==> config.mk <==
export PLATFORM = sky130hd
export DESIGN_NAME = cpu_pwr_regbank
export DESIGN_NICKNAME = d
export VERILOG_FILES = /design/src/rtl/cpupwr_pkg.sv /design/src/rtl/cpupwr_decode.sv /design/src/rtl/cpupwr_setclr.sv /design/src/rtl/cpupwr_rdmux.sv /design/src/rtl/cpu_pwr_regbank.sv
export SDC_FILE = /design/constraint.sdc
export NUM_CORES = 1
export LEC_CHECK = 0
export BUFFER_PORTS_ARGS = -buffer_cell sky130_fd_sc_hd__buf_2
export CAP_MARGIN = 20
export CORE_ASPECT_RATIO = 1.5
export CORE_MARGIN = 4
export CORE_UTILIZATION = 52
export CTS_BUF_LIST = sky130_fd_sc_hd__clkbuf_4 sky130_fd_sc_hd__clkbuf_8
export DETAILED_ROUTE_END_ITERATION = 6
export GPL_TIMING_DRIVEN = 0
export PLACE_DENSITY = 0.73
export SLEW_MARGIN = 20
export SYNTH_ARGS = -nofsm -noshare
export SYNTH_HDL_FRONTEND = slang
export SYNTH_SLANG_ARGS = --single-unit
==> constraint.sdc <==
create_clock -name clk -period 2.3 [get_ports clk]
set_clock_uncertainty 0.1 [all_clocks]
set_input_delay 0.23 -clock clk [delete_from_list [all_inputs] [get_ports clk]]
set_output_delay 0.23 -clock clk [all_outputs]
set_load 0.02 [all_outputs]
==> src/rtl/cpupwr_pkg.sv <==
package cpupwr_pkg;

    localparam int DATA_W        = 32;
    localparam int MAX_CORES     = 4;
    localparam int SW_FIRST_CORE = 2;   // first core with its own power switch
    localparam int ISO_BIT0      = 5;   // isolation/power bit of SW_FIRST_CORE
    localparam int WFI_BIT0      = 28;
    localparam int RST_CORE_BIT0 = 0;
    localparam int RST_VEC_BIT0  = 4;
    localparam int RST_DBG_BIT0  = 12;
    localparam int RST_MON_BIT0  = 22;

    localparam logic [31:0] OFF_ISO_SET  = 32'h0000_00C0;
    localparam logic [31:0] OFF_ISO_CLR  = 32'h0000_00C4;
    localparam logic [31:0] OFF_PWR_SET  = 32'h0000_00D0;
    localparam logic [31:0] OFF_PWR_CLR  = 32'h0000_00D4;
    localparam logic [31:0] OFF_CORE_SET = 32'h0000_00F4;
    localparam logic [31:0] OFF_CORE_CLR = 32'h0000_00F8;
    localparam logic [31:0] OFF_CTRL     = 32'h0000_0200;
    localparam logic [31:0] OFF_RST_SET  = 32'h0000_0410;
    localparam logic [31:0] OFF_RST_CLR  = 32'h0000_0414;

    typedef enum logic [2:0] {
        RID_NONE,
        RID_ISO,
        RID_PWR,
        RID_CORE,
        RID_RST,
        RID_CTRL
    } reg_id_e;

    typedef struct packed {
        logic iso_set;
        logic iso_clr;
        logic pwr_set;
        logic pwr_clr;
        logic core_set;
        logic core_clr;
        logic rst_set;
        logic rst_clr;
        logic ctrl_wr;
    } wr_sel_t;

    function automatic logic [DATA_W-1:0] core_bits(int ncores, int first);
        logic [DATA_W-1:0] m;
        m = '0;
        for (int c = first; c < ncores; c++) m[c] = 1'b1;
        return m;
    endfunction

    function automatic logic [DATA_W-1:0] switch_bits(int ncores);
        logic [DATA_W-1:0] m;
        m = '0;
        for (int c = SW_FIRST_CORE; c < ncores; c++) m[ISO_BIT0 + c - SW_FIRST_CORE] = 1'b1;
        return m;
    endfunction

    function automatic logic [DATA_W-1:0] reset_bits(int ncores, int first);
        logic [DATA_W-1:0] m;
        m = '0;
        for (int c = first; c < ncores; c++) begin
            m[RST_CORE_BIT0 + c] = 1'b1;
            m[RST_VEC_BIT0  + c] = 1'b1;
            m[RST_DBG_BIT0  + c] = 1'b1;
            m[RST_MON_BIT0  + c] = 1'b1;
        end
        return m;
    endfunction

endpackage

==> src/rtl/cpupwr_decode.sv <==
module cpupwr_decode
    import cpupwr_pkg::*;
#(
    parameter int WADDR_W = 10
) (
    input  logic [WADDR_W-1:0] waddr,
    input  logic               wr,
    output reg_id_e            rid,
    output wr_sel_t            sel
);
    localparam int OFF_W = WADDR_W + 2;

    logic [31:0] byte_off;
    logic        is_clr;

    assign byte_off = 32'({waddr, 2'b00});

    always_comb begin
        rid    = RID_NONE;
        is_clr = 1'b0;
        unique case (byte_off)
            OFF_ISO_SET:  rid = RID_ISO;
            OFF_ISO_CLR:  begin rid = RID_ISO;  is_clr = 1'b1; end
            OFF_PWR_SET:  rid = RID_PWR;
            OFF_PWR_CLR:  begin rid = RID_PWR;  is_clr = 1'b1; end
            OFF_CORE_SET: rid = RID_CORE;
            OFF_CORE_CLR: begin rid = RID_CORE; is_clr = 1'b1; end
            OFF_RST_SET:  rid = RID_RST;
            OFF_RST_CLR:  begin rid = RID_RST;  is_clr = 1'b1; end
            OFF_CTRL:     rid = RID_CTRL;
            default:      rid = RID_NONE;
        endcase
    end

    always_comb begin
        sel          = '0;
        sel.iso_set  = wr && rid == RID_ISO  && !is_clr;
        sel.iso_clr  = wr && rid == RID_ISO  &&  is_clr;
        sel.pwr_set  = wr && rid == RID_PWR  && !is_clr;
        sel.pwr_clr  = wr && rid == RID_PWR  &&  is_clr;
        sel.core_set = wr && rid == RID_CORE && !is_clr;
        sel.core_clr = wr && rid == RID_CORE &&  is_clr;
        sel.rst_set  = wr && rid == RID_RST  && !is_clr;
        sel.rst_clr  = wr && rid == RID_RST  &&  is_clr;
        sel.ctrl_wr  = wr && rid == RID_CTRL;
    end

    initial begin
        assert (OFF_W <= 32) else $error("address too wide");
    end
endmodule

==> src/rtl/cpupwr_setclr.sv <==
module cpupwr_setclr
    import cpupwr_pkg::*;
#(
    parameter logic [DATA_W-1:0] IMPL_MASK = '1,
    parameter logic [DATA_W-1:0] RST_VAL   = '0
) (
    input  logic              clk,
    input  logic              rst,
    input  logic              set_we,
    input  logic              clr_we,
    input  logic [DATA_W-1:0] wdata,
    output logic [DATA_W-1:0] state_q
);
    localparam logic [DATA_W-1:0] RST_MASKED = RST_VAL & IMPL_MASK;

    always_ff @(posedge clk) begin
        if (rst)         state_q <= RST_MASKED;
        else if (set_we) state_q <= state_q | (wdata & IMPL_MASK);
        else if (clr_we) state_q <= state_q & ~wdata;
    end

    // ones in a set write are stored where implemented
    a_r6_set_stores: assert property (@(posedge clk) disable iff (rst)
        set_we |=> (state_q & $past(wdata & IMPL_MASK)) == $past(wdata & IMPL_MASK));

    // ones in a clear write leave the bit at zero
    a_r6_clear_zeroes: assert property (@(posedge clk) disable iff (rst)
        clr_we |=> (state_q & $past(wdata)) == '0);

    // zero data bits keep their previous state
    a_r6_zero_keeps: assert property (@(posedge clk) disable iff (rst)
        (set_we || clr_we) |=> ((state_q ^ $past(state_q)) & ~$past(wdata)) == '0);

    // no write strobe, no change
    a_r9_idle_stable: assert property (@(posedge clk) disable iff (rst)
        !(set_we || clr_we) |=> $stable(state_q));
endmodule

==> src/rtl/cpupwr_rdmux.sv <==
module cpupwr_rdmux
    import cpupwr_pkg::*;
(
    input  logic              clk,
    input  logic              rst,
    input  logic              rd,
    input  reg_id_e           rid,
    input  logic [DATA_W-1:0] iso_q,
    input  logic [DATA_W-1:0] pwr_q,
    input  logic [DATA_W-1:0] core_q,
    input  logic [DATA_W-1:0] rst_q,
    input  logic [DATA_W-1:0] ctrl_q,
    output logic [DATA_W-1:0] rdata
);
    logic [DATA_W-1:0] rd_next;

    always_comb begin
        unique case (rid)
            RID_ISO:  rd_next = iso_q;
            RID_PWR:  rd_next = pwr_q;
            RID_CORE: rd_next = core_q;
            RID_RST:  rd_next = rst_q;
            RID_CTRL: rd_next = ctrl_q;
            default:  rd_next = '0;
        endcase
    end

    always_ff @(posedge clk) begin
        if (rst)     rdata <= '0;
        else if (rd) rdata <= rd_next;
    end

    // read data held between reads
    a_r8_hold: assert property (@(posedge clk) disable iff (rst)
        !rd |=> $stable(rdata));

    // unmapped offsets read zero
    a_r8_unmapped_zero: assert property (@(posedge clk) disable iff (rst)
        (rd && rid == RID_NONE) |=> rdata == '0);

    // control word read returns pre-write contents
    a_r8_ctrl_read: assert property (@(posedge clk) disable iff (rst)
        (rd && rid == RID_CTRL) |=> rdata == $past(ctrl_q));
endmodule

==> src/rtl/cpu_pwr_regbank.sv <==
module cpu_pwr_regbank
    import cpupwr_pkg::*;
#(
    parameter int NUM_CORES = 4,
    parameter int WADDR_W   = 10
) (
    input  logic                 clk,
    input  logic                 rst,
    input  logic [WADDR_W-1:0]   bus_waddr,
    input  logic                 bus_wr,
    input  logic [DATA_W-1:0]    bus_wdata,
    input  logic                 bus_rd,
    output logic [DATA_W-1:0]    bus_rdata,
    output logic [NUM_CORES-1:0] core_iso,
    output logic [NUM_CORES-1:0] core_pwr_on,
    output logic [NUM_CORES-1:0] core_clk_en,
    output logic [NUM_CORES-1:0] core_srst,
    output logic [NUM_CORES-1:0] core_vec_srst,
    output logic [NUM_CORES-1:0] core_dbg_srst,
    output logic [NUM_CORES-1:0] core_mon_srst,
    output logic [NUM_CORES-1:0] core_wfi_mask
);
    localparam logic [DATA_W-1:0] SW_MASK   = switch_bits(NUM_CORES);
    localparam logic [DATA_W-1:0] CORE_MASK = core_bits(NUM_CORES, 0);
    localparam logic [DATA_W-1:0] CORE_INIT = core_bits(1, 0);
    localparam logic [DATA_W-1:0] RST_MASK  = reset_bits(NUM_CORES, 0);
    localparam logic [DATA_W-1:0] RST_INIT  = reset_bits(NUM_CORES, 1);

    reg_id_e           rid;
    wr_sel_t           sel;
    logic [DATA_W-1:0] iso_q, pwr_q, core_q, rst_q, ctrl_q;

    cpupwr_decode #(.WADDR_W(WADDR_W)) u_dec (
        .waddr (bus_waddr),
        .wr    (bus_wr),
        .rid   (rid),
        .sel   (sel)
    );

    cpupwr_setclr #(.IMPL_MASK(SW_MASK), .RST_VAL(SW_MASK)) u_iso (
        .clk(clk), .rst(rst), .set_we(sel.iso_set), .clr_we(sel.iso_clr),
        .wdata(bus_wdata), .state_q(iso_q)
    );

    cpupwr_setclr #(.IMPL_MASK(SW_MASK), .RST_VAL('0)) u_pwr (
        .clk(clk), .rst(rst), .set_we(sel.pwr_set), .clr_we(sel.pwr_clr),
        .wdata(bus_wdata), .state_q(pwr_q)
    );

    cpupwr_setclr #(.IMPL_MASK(CORE_MASK), .RST_VAL(CORE_INIT)) u_core (
        .clk(clk), .rst(rst), .set_we(sel.core_set), .clr_we(sel.core_clr),
        .wdata(bus_wdata), .state_q(core_q)
    );

    cpupwr_setclr #(.IMPL_MASK(RST_MASK), .RST_VAL(RST_INIT)) u_rst (
        .clk(clk), .rst(rst), .set_we(sel.rst_set), .clr_we(sel.rst_clr),
        .wdata(bus_wdata), .state_q(rst_q)
    );

    always_ff @(posedge clk) begin
        if (rst)              ctrl_q <= '0;
        else if (sel.ctrl_wr) ctrl_q <= bus_wdata;
    end

    cpupwr_rdmux u_rd (
        .clk(clk), .rst(rst), .rd(bus_rd), .rid(rid),
        .iso_q(iso_q), .pwr_q(pwr_q), .core_q(core_q), .rst_q(rst_q),
        .ctrl_q(ctrl_q), .rdata(bus_rdata)
    );

    for (genvar n = 0; n < NUM_CORES; n++) begin : g_core
        if (n >= SW_FIRST_CORE) begin : g_switched
            assign core_iso[n]    = iso_q[ISO_BIT0 + n - SW_FIRST_CORE];
            assign core_pwr_on[n] = pwr_q[ISO_BIT0 + n - SW_FIRST_CORE];
        end else begin : g_always_on
            assign core_iso[n]    = 1'b0;
            assign core_pwr_on[n] = 1'b1;
        end
        assign core_clk_en[n]   = core_q[n];
        assign core_srst[n]     = rst_q[RST_CORE_BIT0 + n];
        assign core_vec_srst[n] = rst_q[RST_VEC_BIT0 + n];
        assign core_dbg_srst[n] = rst_q[RST_DBG_BIT0 + n];
        assign core_mon_srst[n] = rst_q[RST_MON_BIT0 + n];
        assign core_wfi_mask[n] = ctrl_q[WFI_BIT0 + n];
    end

    // control word write reaches the WFI mask lines
    a_r7_wfi_follow: assert property (@(posedge clk) disable iff (rst)
        sel.ctrl_wr |=> core_wfi_mask == $past(bus_wdata[WFI_BIT0 +: NUM_CORES]));

    // a core enable write is visible on the next cycle
    a_r10_clk_en_set: assert property (@(posedge clk) disable iff (rst)
        sel.core_set |=> (core_clk_en & $past(bus_wdata[NUM_CORES-1:0])) == $past(bus_wdata[NUM_CORES-1:0]));

    initial begin
        assert (NUM_CORES >= 1 && NUM_CORES <= MAX_CORES) else $error("NUM_CORES out of range");
    end
endmodule

==> results of run 1 <==
-- cell type report --
class	count	area (µm²)	share of cell area, %
well taps	206	258	2.57
repair buffers	134	831	8.28
clock buffers	18	248	2.47
plain buffers	119	646	6.43
flip-flops and latches	192	3840	38.3
multi-input cells	633	4040	40.2
clock inverters	14	148	1.47
inverters	6	22.5	0.224
-- logic make-up after synthesis --
kind of cell,after synthesis
compound gates,314
xor+xnor,1
buf+inv,125
flops,192
other cells,2
simple gates,314
-- layer usage --
metal	up-vias	share of wire, %	track usage [%]
met4	0	4.0	14.8
met3	84	7.4	4.80
met1	3783	39	34.7
li1	3730	-	-
met2	369	50	49.5
met5	-	0	0
-- worst max-delay path, cell delays in order --
cell	delay, ps
buf_2	110
clkbuf_1	370
and4bb_2	370
a41oi_2	360
nor2_2	520
buf_2	380
a21oi_1	120
-- synthesized netlist by cell type (all sizes together) --
cell and number:
a22o 1, clkbuf 62, nand4 7, a221oi 32, nor3 2, o41ai 1
dfxtp 192, and4bb 2, a21o 1, nor4 2, a21oi 144, buf 57
or2 1, and4b 1, or4b 1, a41oi 1, a21boi 12, or4 1
and3 3, a311o 12, xor2 1, nand3 4, a2111oi 1, and4 3
nor4bb 1, and3b 1, nor2 3, o221a 32, inv 6, a32o 32
o21ai 6, and2 4, nand2b 32, o2111ai 2, conb 2, nand2 206
or3 2, a31oi 3, nor3b 5, a22oi 33, or4bb 1, nand3b 32
a31o 1
-- worst paths after layout --
kind / startpoint / endpoint / slack (ps) / cells past startpoint
worst max-delay path: bus_waddr[2] / u_rst.state_q[21] / 90 / 7
worst min-delay path: bus_rd / u_rd.rdata[30] / 100 / 3
worst max register to register: flip-flop / u_rd.rdata[0] / 1090 / 3
worst min register to register: u_rst.state_q[28] / u_rst.state_q[28] / 340 / 2
-- power by group through the flow --
stage	logic, W	registers [W]	clock network, W
after global routing	0.000445	0.00332	0.00239
final	0.000424	0.00332	0.00226
after global placement	0.000370	0.00340	0
after floorplan	0.000179	0.00340	0
after CTS	0.000414	0.00332	0.00226
after detailed placement	0.000371	0.00340	0
-- through the flow --
| step | TNS, ps | util (%) | instances |
|---|---|---|---|
| 3_3_place_gp | -25210 | 57.5 | 1258 |
| 6_report | 0 | 62.0 | 1322 |
| 4_1_cts | 0 | 62.0 | 1322 |
| 3_5_place_dp | -24280 | 57.5 | 1258 |
| 2_1_floorplan | 0 | - | 950 |
| 5_1_grt | 0 | 62.0 | 1322 |
-- timing repair --
| item | CTS | global route |
|---|---|---|
| hold buffers | 32 | 0 |
| hold endpoints to repair | 145 | 0 |
| gates cloned | 0 | 0 |
| pin swaps | 0 | 0 |
| setup buffers | 0 | 0 |
| gates resized for setup | 1 | 2 |
| setup endpoints to repair | 10 | 3 |
==> impl_results.rst, run 1 <==
.. list-table::
   :header-rows: 1

   * - Metric
     - Value
   * - Total non-filler cell area in the finished layout
     - 10000 µm²
   * - Fillers
     - 1397
   * - Routed via count divided by cell count
     - 6.03
   * - Hold Path Class
     - in2reg
   * - Layout cell share with drive strength beyond 1
     - 23.7%
   * - Most common library cell in the layout ignoring fill and taps
     - nand2_1
   * - Compound-gate portion of the synthesized area
     - 28.8%
   * - Post-placement worst setup slack
     - -554 ps
   * - GRT Resource Usage Total
     - 28.9%
   * - Achievable Freq
     - 453 MHz
   * - Outcome
     - complete, no violations
   * - Netlist cell types
     - 49
   * - Detailed Routing Iterations Pass 1
     - 5
   * - First-pass GRT wire length
     - 41800 µm
   * - Buffer type at the clock tree root
     - clkbuf_8
   * - Detail Route Antenna Nets
     - 0
   * - Number of warnings issued by yosys
     - 0
   * - Latest clock arrival within the worst-skew pair
     - 470 ps
   * - Die span in x
     - 113 µm
   * - Post-layout nets
     - 1149
   * - Slew Viols, Final
     - 0
   * - Final setup margin
     - 92.3 ps
   * - Commonest cells after routing, fill and taps aside
     - nand2_1, dfxtp_1, a21oi_1
   * - Simple-gate share of the synthesized area
     - 18.2%
   * - Count of mapped cells out of synthesis
     - 948
   * - TritonCTS clock tree
     - done
   * - Power density normalized to cell area
     - 598 nW/µm²
   * - Number of buffers created by CTS
     - 17
   * - Post-synthesis mux area share
     - 0%
   * - Number of antenna violations at the first check in global routing
     - 0
   * - Area growth from synthesis to layout
     - 17.5%
   * - Via count
     - 7966
   * - Data arrival time of the worst path
     - 2470 ps
   * - Clock power share
     - 37.6%
   * - Critical Setup Path Class
     - in2reg
   * - Proportion of total power due to net switching
     - 27.1%
   * - Share of power burned in registers
     - 55.3%
   * - Site row count
     - 57
   * - Clock-pin slew on the worst setup and hold paths
     - 100 ps
   * - Crit end category
     - flip-flop
   * - Cell type contributing the most total cell area after synthesis
     - dfxtp_1
   * - Transition at the pin with the smallest max-transition slack
     - 1050 ps
   * - Relative slew margins
     - 29.3%
   * - Clock sink count
     - 192
   * - Setup repair after global routing missed its margin
     - no
   * - Cell types occupying the most area after synthesis
     - dfxtp_1, nand2_1, a21oi_1, a221oi_2, o221a_2
   * - Relative contribution of combinational cells to total power
     - 7.1%
   * - Clock Tree Buf Depth
     - 2
   * - Post-Synth XOR/XNOR Area
     - 0.103%
   * - Final critical delay including setup and external delays
     - 2210 ps
   * - Worst vdd ir
     - 0.000394 V
   * - Endpoint required time on the critical path
     - 2560 ps
   * - Total DRC errors in the routed layout
     - 0
   * - Cell internal power dissipation
     - 0.00438 W
   * - Final Cycle Share
     - 96.0%
   * - Final HPWL DP
     - 19100 µm
   * - Core ar.
     - 16200 µm²
   * - Via count of the first global-routing pass
     - 7539
   * - # H-tree levels
     - 4
   * - Setup violations, final
     - 0
   * - Largest family of logic cells by synthesized area
     - compound AO/OA/AOI/OAI gates
   * - Post-Route WL
     - 27400 µm
   * - Hold Worst Slack
     - 99.2 ps
   * - Share of Yosys cell area claimed by the top area cell type
     - 45.0%
   * - Final estimated routing congestion in global placement
     - 0.935
   * - Die outline area
     - 18600 µm²
   * - Wire per inst
     - 20.7 µm
   * - Area share of fa/ha/maj cells after synthesis
     - 0%
   * - Post-detailed-placement cell area
     - 9310 µm²
   * - Avg Inst Size Synth
     - 9.01 µm²
   * - Max-cap check violation count
     - 0
   * - Chip Height
     - 165 µm
   * - Crit Path Max Fanout
     - 10
   * - NetSw
     - 0.00163 W
   * - Type of origin of the critical path
     - input pin
   * - Flip-flop and latch count after synthesis
     - 192
   * - Initial cell density of the core
     - 52.7%
   * - Top Ports
     - 110
   * - Power Total
     - 0.00600 W
   * - Number of buffers inserted by port buffering
     - 102
   * - Post-synthesis cell area
     - 8540 µm²
   * - Maximum number of pins on one net before global-route repair
     - 19
   * - Static leakage
     - 3.51 nW
   * - Detailed Route Iter0 Violations
     - 746
   * - Antenna diodes
     - 0
   * - Count of endpoints failing hold in the final timing report
     - 0
   * - Total global routing overflow
     - 0
   * - Sequential cell area fraction in the yosys report
     - 45.0%
(Power assumes the default switching activity.)
==> run 2: changes to the inputs <==
- clock period: 2.3 -> 2.8 ns (I/O delays scaled with it)
==> run 2 against run 1 <==
Clock-buffer cell count did not move. Die area unchanged. Largest power group unchanged. Largest cell class unchanged. Critical path type unchanged. First-iteration DRC count decreased by 6.6%. Routed wire length up 0.11%. Total power down 18%. Flip-flop and latch count stayed put. Cell area barely moved.
==> impl_results.rst, run 2 (synthesis gave the netlist of run 1 again) <==
.. list-table::
   :header-rows: 1

   * - Metric
     - Value
   * - Cell internal power dissipation
     - 0.00360 W (was 0.00438 W)
   * - Post-layout nets
     - 1149 (unchanged)
   * - Latest clock arrival within the worst-skew pair
     - 470 ps (about the same)
   * - Die span in x
     - 113 µm (unchanged)
   * - Max-cap check violation count
     - 0 (unchanged)
   * - Type of origin of the critical path
     - input pin (unchanged)
   * - Via count
     - 7926 (was 7966)
   * - NetSw
     - 0.00134 W (was 0.00163 W)
   * - Routed length on met2
     - 13700 µm (was 13600 µm)
   * - Setup repair after global routing missed its margin
     - no (unchanged)
   * - Hold Path Class
     - in2reg (unchanged)
   * - Core ar.
     - 16200 µm² (unchanged)
   * - Wire per inst
     - 20.7 µm (about the same)
   * - Commonest cells after routing, fill and taps aside
     - nand2_1, dfxtp_1, a21oi_1 (unchanged)
   * - Endpoint required time on the critical path
     - 3060 ps (was 2560 ps)
   * - Post-Route WL
     - 27400 µm (about the same)
   * - Multi-input gate area in the final layout
     - 4040 µm² (about the same)
   * - Relative contribution of combinational cells to total power
     - 7.0% (was 7.1%)
   * - Achievable Freq
     - 411 MHz
   * - Detailed Routing Iterations Pass 1
     - 5 (unchanged)
   * - Most common library cell in the layout ignoring fill and taps
     - nand2_1 (unchanged)
   * - Fillers
     - 1400 (was 1397)
   * - Top Ports
     - 110 (unchanged)
   * - Outcome
     - complete, no violations (unchanged)
   * - Final critical delay including setup and external delays
     - 2430 ps
   * - Clock-pin slew on the worst setup and hold paths
     - 110 ps (was 100 ps)
   * - Register area
     - 3840 µm² (unchanged)
   * - Clock power share
     - 37.6% (about the same)
   * - Crit end category
     - flip-flop (unchanged)
   * - Power Total
     - 0.00493 W (was 0.00600 W)
   * - Transition at the pin with the smallest max-transition slack
     - 1060 ps (was 1050 ps)
   * - Proportion of total power due to net switching
     - 27.1% (about the same)
   * - Buffer type at the clock tree root
     - clkbuf_8 (unchanged)
   * - Detailed Route Iter0 Violations
     - 697 (was 746)
   * - Final HPWL DP
     - 19100 µm (unchanged)
   * - Share of power burned in registers
     - 55.3% (about the same)
   * - Post_cts resized
     - 0 (was 1)
   * - Total setup buffers inserted after CTS
     - 0 (unchanged)
   * - Critical Setup Path Class
     - in2reg (unchanged)
   * - GRT Resource Usage Total
     - 28.9% (about the same)
   * - Initial cell density of the core
     - 52.7% (unchanged)
   * - Clock Tree Buf Depth
     - 2 (unchanged)
   * - Uppermost signal routing layer after detailed routing
     - met4 (unchanged)
   * - Detail Route Antenna Nets
     - 0 (unchanged)
   * - Number of buffers created by CTS
     - 17 (unchanged)
   * - Worst vdd ir
     - 0.000326 V (was 0.000394 V)
   * - Worst Hold Launch
     - bus_rd (unchanged)
   * - Count of placed standard cells including taps
     - 1258 (unchanged)
   * - Count of non-filler cells in the finished layout
     - 1322 (unchanged)
   * - Number of buffers inserted by port buffering
     - 102 (unchanged)
   * - Area growth from synthesis to layout
     - 17.5% (about the same)
   * - Relative slew margins
     - 28.5% (was 29.3%)
   * - Crit Path Max Fanout
     - 10 (unchanged)
   * - Maximum number of pins on one net before global-route repair
     - 19 (unchanged)
   * - Critical path origin
     - bus_waddr[2] (unchanged)
   * - TritonCTS clock tree
     - done (unchanged)
   * - M1 WL
     - 10800 µm (was 10700 µm)
   * - Static leakage
     - 3.51 nW (about the same)
   * - Wire length on met3
     - 1870 µm (was 2010 µm)
   * - Final Cycle Share
     - 86.9%
   * - Layout cell share with drive strength beyond 1
     - 23.5% (was 23.7%)
   * - Total global routing overflow
     - 0 (unchanged)
   * - Via count of the first global-routing pass
     - 7522 (was 7539)
   * - Count of endpoints failing hold in the final timing report
     - 0 (unchanged)
   * - Core occupancy in the finished layout
     - 62.0% (about the same)
   * - First-pass GRT wire length
     - 41800 µm (about the same)
   * - Hold-fix buffer count after cts
     - 32 (unchanged)
   * - Power density normalized to cell area
     - 492 nW/µm² (was 598 nW/µm²)
   * - Final estimated routing congestion in global placement
     - 0.935 (unchanged)
   * - Hold Worst Slack
     - 146 ps (was 99.2 ps)
   * - Clock sink count
     - 192 (unchanged)
   * - Routed via count divided by cell count
     - 6.00 (was 6.03)
   * - Die outline area
     - 18600 µm² (unchanged)
   * - Total DRC errors in the routed layout
     - 0 (unchanged)
   * - Site row count
     - 57 (unchanged)
   * - Slew Viols, Final
     - 0 (unchanged)
   * - Data arrival time of the worst path
     - 2690 ps (was 2470 ps)
   * - Antenna diodes
     - 0 (unchanged)
   * - Chip Height
     - 165 µm (unchanged)
   * - # H-tree levels
     - 4 (unchanged)
   * - Setup violations, final
     - 0 (unchanged)
   * - Number of antenna violations at the first check in global routing
     - 0 (unchanged)
[run 2: cell count changes in the layout (fill, tap and decap cells not counted)]
cell	before	now
nor2_2	1	0
clkbuf_2	1	0
clkbuf_1	61	62
nor2_1	2	3
[run 2: cell type report]
| cell class | count | share of cell area, % |
|---|---|---|
| multi-input cells | 633 | 40.2 |
| clock inverters | 14 | 1.47 |
| well taps | 206 | 2.57 |
| clock buffers | 18 | 2.47 |
| flip-flops and latches | 192 | 38.3 |
| repair buffers | 134 | 8.28 |
| inverters | 6 | 0.225 |
| plain buffers | 119 | 6.42 |
[run 2: stage by stage]
stage          TNS, ps  cell area, µm²  setup slack [ps]
2_1_floorplan        0            8550               725
3_3_place_gp     -1230            9310              -127
3_5_place_dp      -822            9310              -104
4_1_cts              0           10000               390
5_1_grt              0           10000               234
6_report             0           10000               367
[run 2: critical path, cell delays in order]
cell	delay (ps)
buf_2	110
clkbuf_1	370
and4bb_2	370
a41oi_2	340
nor2_1	670
buf_2	410
a21oi_1	120
[run 2: per-layer routing]
layer,up-vias,global-route usage [%]
li1,3729,-
met1,3782,34.8
met2,347,49.5
met3,68,4.66
met4,0,14.9
met5,-,0
[run 2: power by group through the flow]
stage,Sequential (W),Clock (W),Combinational [W]
finish,0.00273,0.00186,0.000347
global route,0.00273,0.00196,0.000365
CTS,0.00273,0.00186,0.000340
detailed placement,0.00279,0,0.000305
global placement,0.00279,0,0.000304
floorplan,0.00279,0,0.000147
[run 2: final timing paths]
path                       end  slack, ps  cells past startpoint
max          u_rst.state_q[21]        370                      7
min             u_rd.rdata[30]        150                      3
max reg2reg      u_rd.rdata[0]       1600                      3
min reg2reg  u_rst.state_q[28]        340                      2
==> run 3: changes to the inputs <==
- REMOVE_ABC_BUFFERS: not set -> 1
==> run 3 against run 2 <==
Hold slack gained 76 ps. Via count shrank 5.2%. Setup slack lost 250 ps. Cell area shrank 1.9%. Clock power is essentially flat. Critical path type unchanged. Largest cell class unchanged.
==> impl_results.rst, run 3 (synthesis gave the netlist of run 1 again) <==
.. list-table::
   :header-rows: 1

   * - Metric
     - Value
   * - Core occupancy in the finished layout
     - 60.8% (was 62.0%)
   * - Top Ports
     - 110 (unchanged)
   * - Clock sink count
     - 192 (unchanged)
   * - Reg-to-reg slack, setup
     - 1630 ps (was 1600 ps)
   * - Hold Worst Slack
     - 222 ps (was 146 ps)
   * - Number of antenna violations at the first check in global routing
     - 0 (unchanged)
   * - Count of endpoints failing hold in the final timing report
     - 0 (unchanged)
   * - Wire per inst
     - 19.7 µm (was 20.7 µm)
   * - Final estimated routing congestion in global placement
     - 0.768 (was 0.935)
   * - Chip Height
     - 165 µm (unchanged)
   * - Area growth from synthesis to layout
     - 15.2% (was 17.5%)
   * - Outcome
     - complete, no violations (unchanged)
   * - Via count of the first global-routing pass
     - 7583 (was 7522)
   * - Final HPWL DP
     - 14600 µm (was 19100 µm)
   * - Proportion of total power due to net switching
     - 25.4% (was 27.1%)
   * - Post-layout nets
     - 1054 (was 1149)
   * - Crit Path Max Fanout
     - 39 (was 10)
   * - Via count
     - 7517 (was 7926)
   * - Detail Route Antenna Nets
     - 0 (unchanged)
   * - Maximum number of pins on one net before global-route repair
     - 66 (was 19)
   * - Layout cell share with drive strength beyond 1
     - 23.8% (was 23.5%)
   * - Worst Hold Launch
     - rst (was bus_rd)
   * - Slew Viols, Final
     - 0 (unchanged)
   * - Endpoint required time on the critical path
     - 3020 ps (was 3060 ps)
   * - Latest clock arrival within the worst-skew pair
     - 460 ps (was 470 ps)
   * - Reg2reg end
     - u_rd.rdata[31] (was u_rd.rdata[0])
   * - Critical Setup Path Class
     - in2reg (unchanged)
   * - Commonest cells after routing, fill and taps aside
     - nand2_1, dfxtp_1, a21oi_1 (unchanged)
   * - TritonCTS clock tree
     - done (unchanged)
   * - Clock power share
     - 37.5% (was 37.6%)
   * - Post-Route WL
     - 24200 µm (was 27400 µm)
   * - Buffer type at the clock tree root
     - clkbuf_8 (unchanged)
   * - Share of power burned in registers
     - 55.6% (was 55.3%)
   * - Antenna diodes
     - 0 (unchanged)
   * - Initial cell density of the core
     - 52.7% (unchanged)
   * - Detailed Route Iter0 Violations
     - 597 (was 697)
   * - Total non-filler cell area in the finished layout
     - 9840 µm² (was 10000 µm²)
   * - Max-cap check violation count
     - 0 (unchanged)
   * - Detailed Routing Iterations Pass 1
     - 5 (unchanged)
   * - NetSw
     - 0.00125 W (was 0.00134 W)
   * - Final critical delay including setup and external delays
     - 2690 ps (was 2430 ps)
   * - Number of buffers inserted by port buffering
     - 105 (was 102)
   * - Final Cycle Share
     - 95.9% (was 86.9%)
   * - Source of the worst register-to-register timing path
     - u_iso.state_q[31]
   * - Setup repair after global routing missed its margin
     - no (unchanged)
   * - Crit end category
     - flip-flop (unchanged)
   * - Power density normalized to cell area
     - 499 nW/µm² (was 492 nW/µm²)
   * - Worst vdd ir
     - 0.000220 V (was 0.000326 V)
   * - # H-tree levels
     - 4 (unchanged)
   * - Total setup buffers inserted after CTS
     - 0 (unchanged)
   * - GRT Resource Usage Total
     - 26.3% (was 28.9%)
   * - Setup violations, final
     - 0 (unchanged)
   * - Hold Path Class
     - in2reg (unchanged)
   * - Relative slew margins
     - 21.0% (was 28.5%)
   * - First-pass GRT wire length
     - 39400 µm (was 41800 µm)
   * - Worst hold path cell count
     - 2 (was 3)
   * - Post-detailed-placement cell area
     - 9120 µm² (was 9310 µm²)
   * - Clock Tree Buf Depth
     - 2 (unchanged)
   * - Routed via count divided by cell count
     - 6.13 (was 6.00)
   * - Type of origin of the critical path
     - input pin (unchanged)
   * - Number of buffers created by CTS
     - 17 (unchanged)
   * - Clock-pin slew on the worst setup and hold paths
     - 100 ps (was 110 ps)
   * - Relative contribution of combinational cells to total power
     - 6.9% (was 7.0%)
   * - Data arrival time of the worst path
     - 2900 ps (was 2690 ps)
   * - Endpoint of the worst hold path
     - ctrl_q[29] (was u_rd.rdata[30])
   * - Achievable Freq
     - 372 MHz (was 411 MHz)
   * - Transition at the pin with the smallest max-transition slack
     - 1180 ps (was 1060 ps)
   * - Die span in x
     - 113 µm (unchanged)
   * - Cell internal power dissipation
     - 0.00366 W (was 0.00360 W)
   * - Site row count
     - 57 (unchanged)
   * - Die outline area
     - 18600 µm² (unchanged)
   * - Total DRC errors in the routed layout
     - 0 (unchanged)
   * - Static leakage
     - 3.35 nW (was 3.51 nW)
   * - Total global routing overflow
     - 0 (unchanged)
   * - Core ar.
     - 16200 µm² (unchanged)
   * - Reg2reg path depth
     - 3 (unchanged)
   * - Most common library cell in the layout ignoring fill and taps
     - nand2_1 (unchanged)
==> run 3: cell count changes in the layout (fill, tap and decap cells not counted), sizes merged <==
| cell | previous run | this run |
|---|---|---|
| clkinvlp | 0 | 4 |
| buf | 159 | 126 |
| inv | 13 | 11 |
| clkbuf | 80 | 18 |
| bufinv | 1 | 2 |
| clkinv | 6 | 3 |
==> run 3: through the flow <==
stage	total power, W	setup TNS, ps	setup WS (ps)	std cells
6_report	0.00491	0	114	1227
3_5_place_dp	0.00309	-26560	-523	1163
5_1_grt	0.00506	0	18.6	1227
4_1_cts	0.00493	0	28.1	1227
2_1_floorplan	0.00288	-188180	-1820	831
3_3_place_gp	0.00305	-776520	-6310	1142
==> run 3: final cells by class <==
| cell class | count | area (µm²) |
|---|---|---|
| fillers | 1409 | 6350 |
| multi-input cells | 633 | 4120 |
| flip-flops and latches | 192 | 3840 |
| repair buffers | 158 | 1200 |
| well taps | 206 | 258 |
| clock buffers | 18 | 241 |
| clock inverters | 14 | 155 |
| inverters | 6 | 25.0 |
==> run 3: worst max-delay path: stages <==
cell and delay [ps]:
buf_2 720, or3_1 380, nor3_4 140, buf_8 180
o41ai_4 730, buf_4 330, a221oi_1 110
==> run 3: timing repair <==
action                                  CTS  global route
endpoints found under the setup margin    2            16
endpoints found under the hold margin   130             0
hold buffers                             32             0
resized for setup                         1             1
==> run 3: how the worst max path moves through the flow <==
stage | startpoint | end | slack, ps | cells past startpoint
5_1_grt | bus_waddr[3] | u_rd.rdata[30] | 20 | 7
3_3_place_gp | bus_waddr[2] | u_rst.state_q[10] | -6310 | 5
2_1_floorplan | bus_waddr[3] | u_rd.rdata[30] | -1820 | 4
4_1_cts | bus_waddr[2] | u_rst.state_q[11] | 30 | 5
3_5_place_dp | bus_waddr[2] | flip-flop | -520 | 5
6_report | bus_waddr[3] | u_rd.rdata[30] | 110 | 7
==> run 3: power groups by stage <==
stage | logic (W) | registers (W) | clock network, W
final | 0.000339 | 0.00273 | 0.00184
after global routing | 0.000359 | 0.00273 | 0.00197
after CTS | 0.000332 | 0.00273 | 0.00186
after detailed placement | 0.000297 | 0.00279 | 0
after global placement | 0.000256 | 0.00279 | 0
after floorplan | 0.0000911 | 0.00279 | 0
==> run 3: routing by layer <==
layer  share of wire [%]  up-vias  global-route usage (%)
li1                    -     3540                       -
met1                  41     3593                    33.0
met2                  50      321                    44.6
met3                 6.5       63                    4.73
met4                 2.8        0                    10.5
met5                   0        -                       0
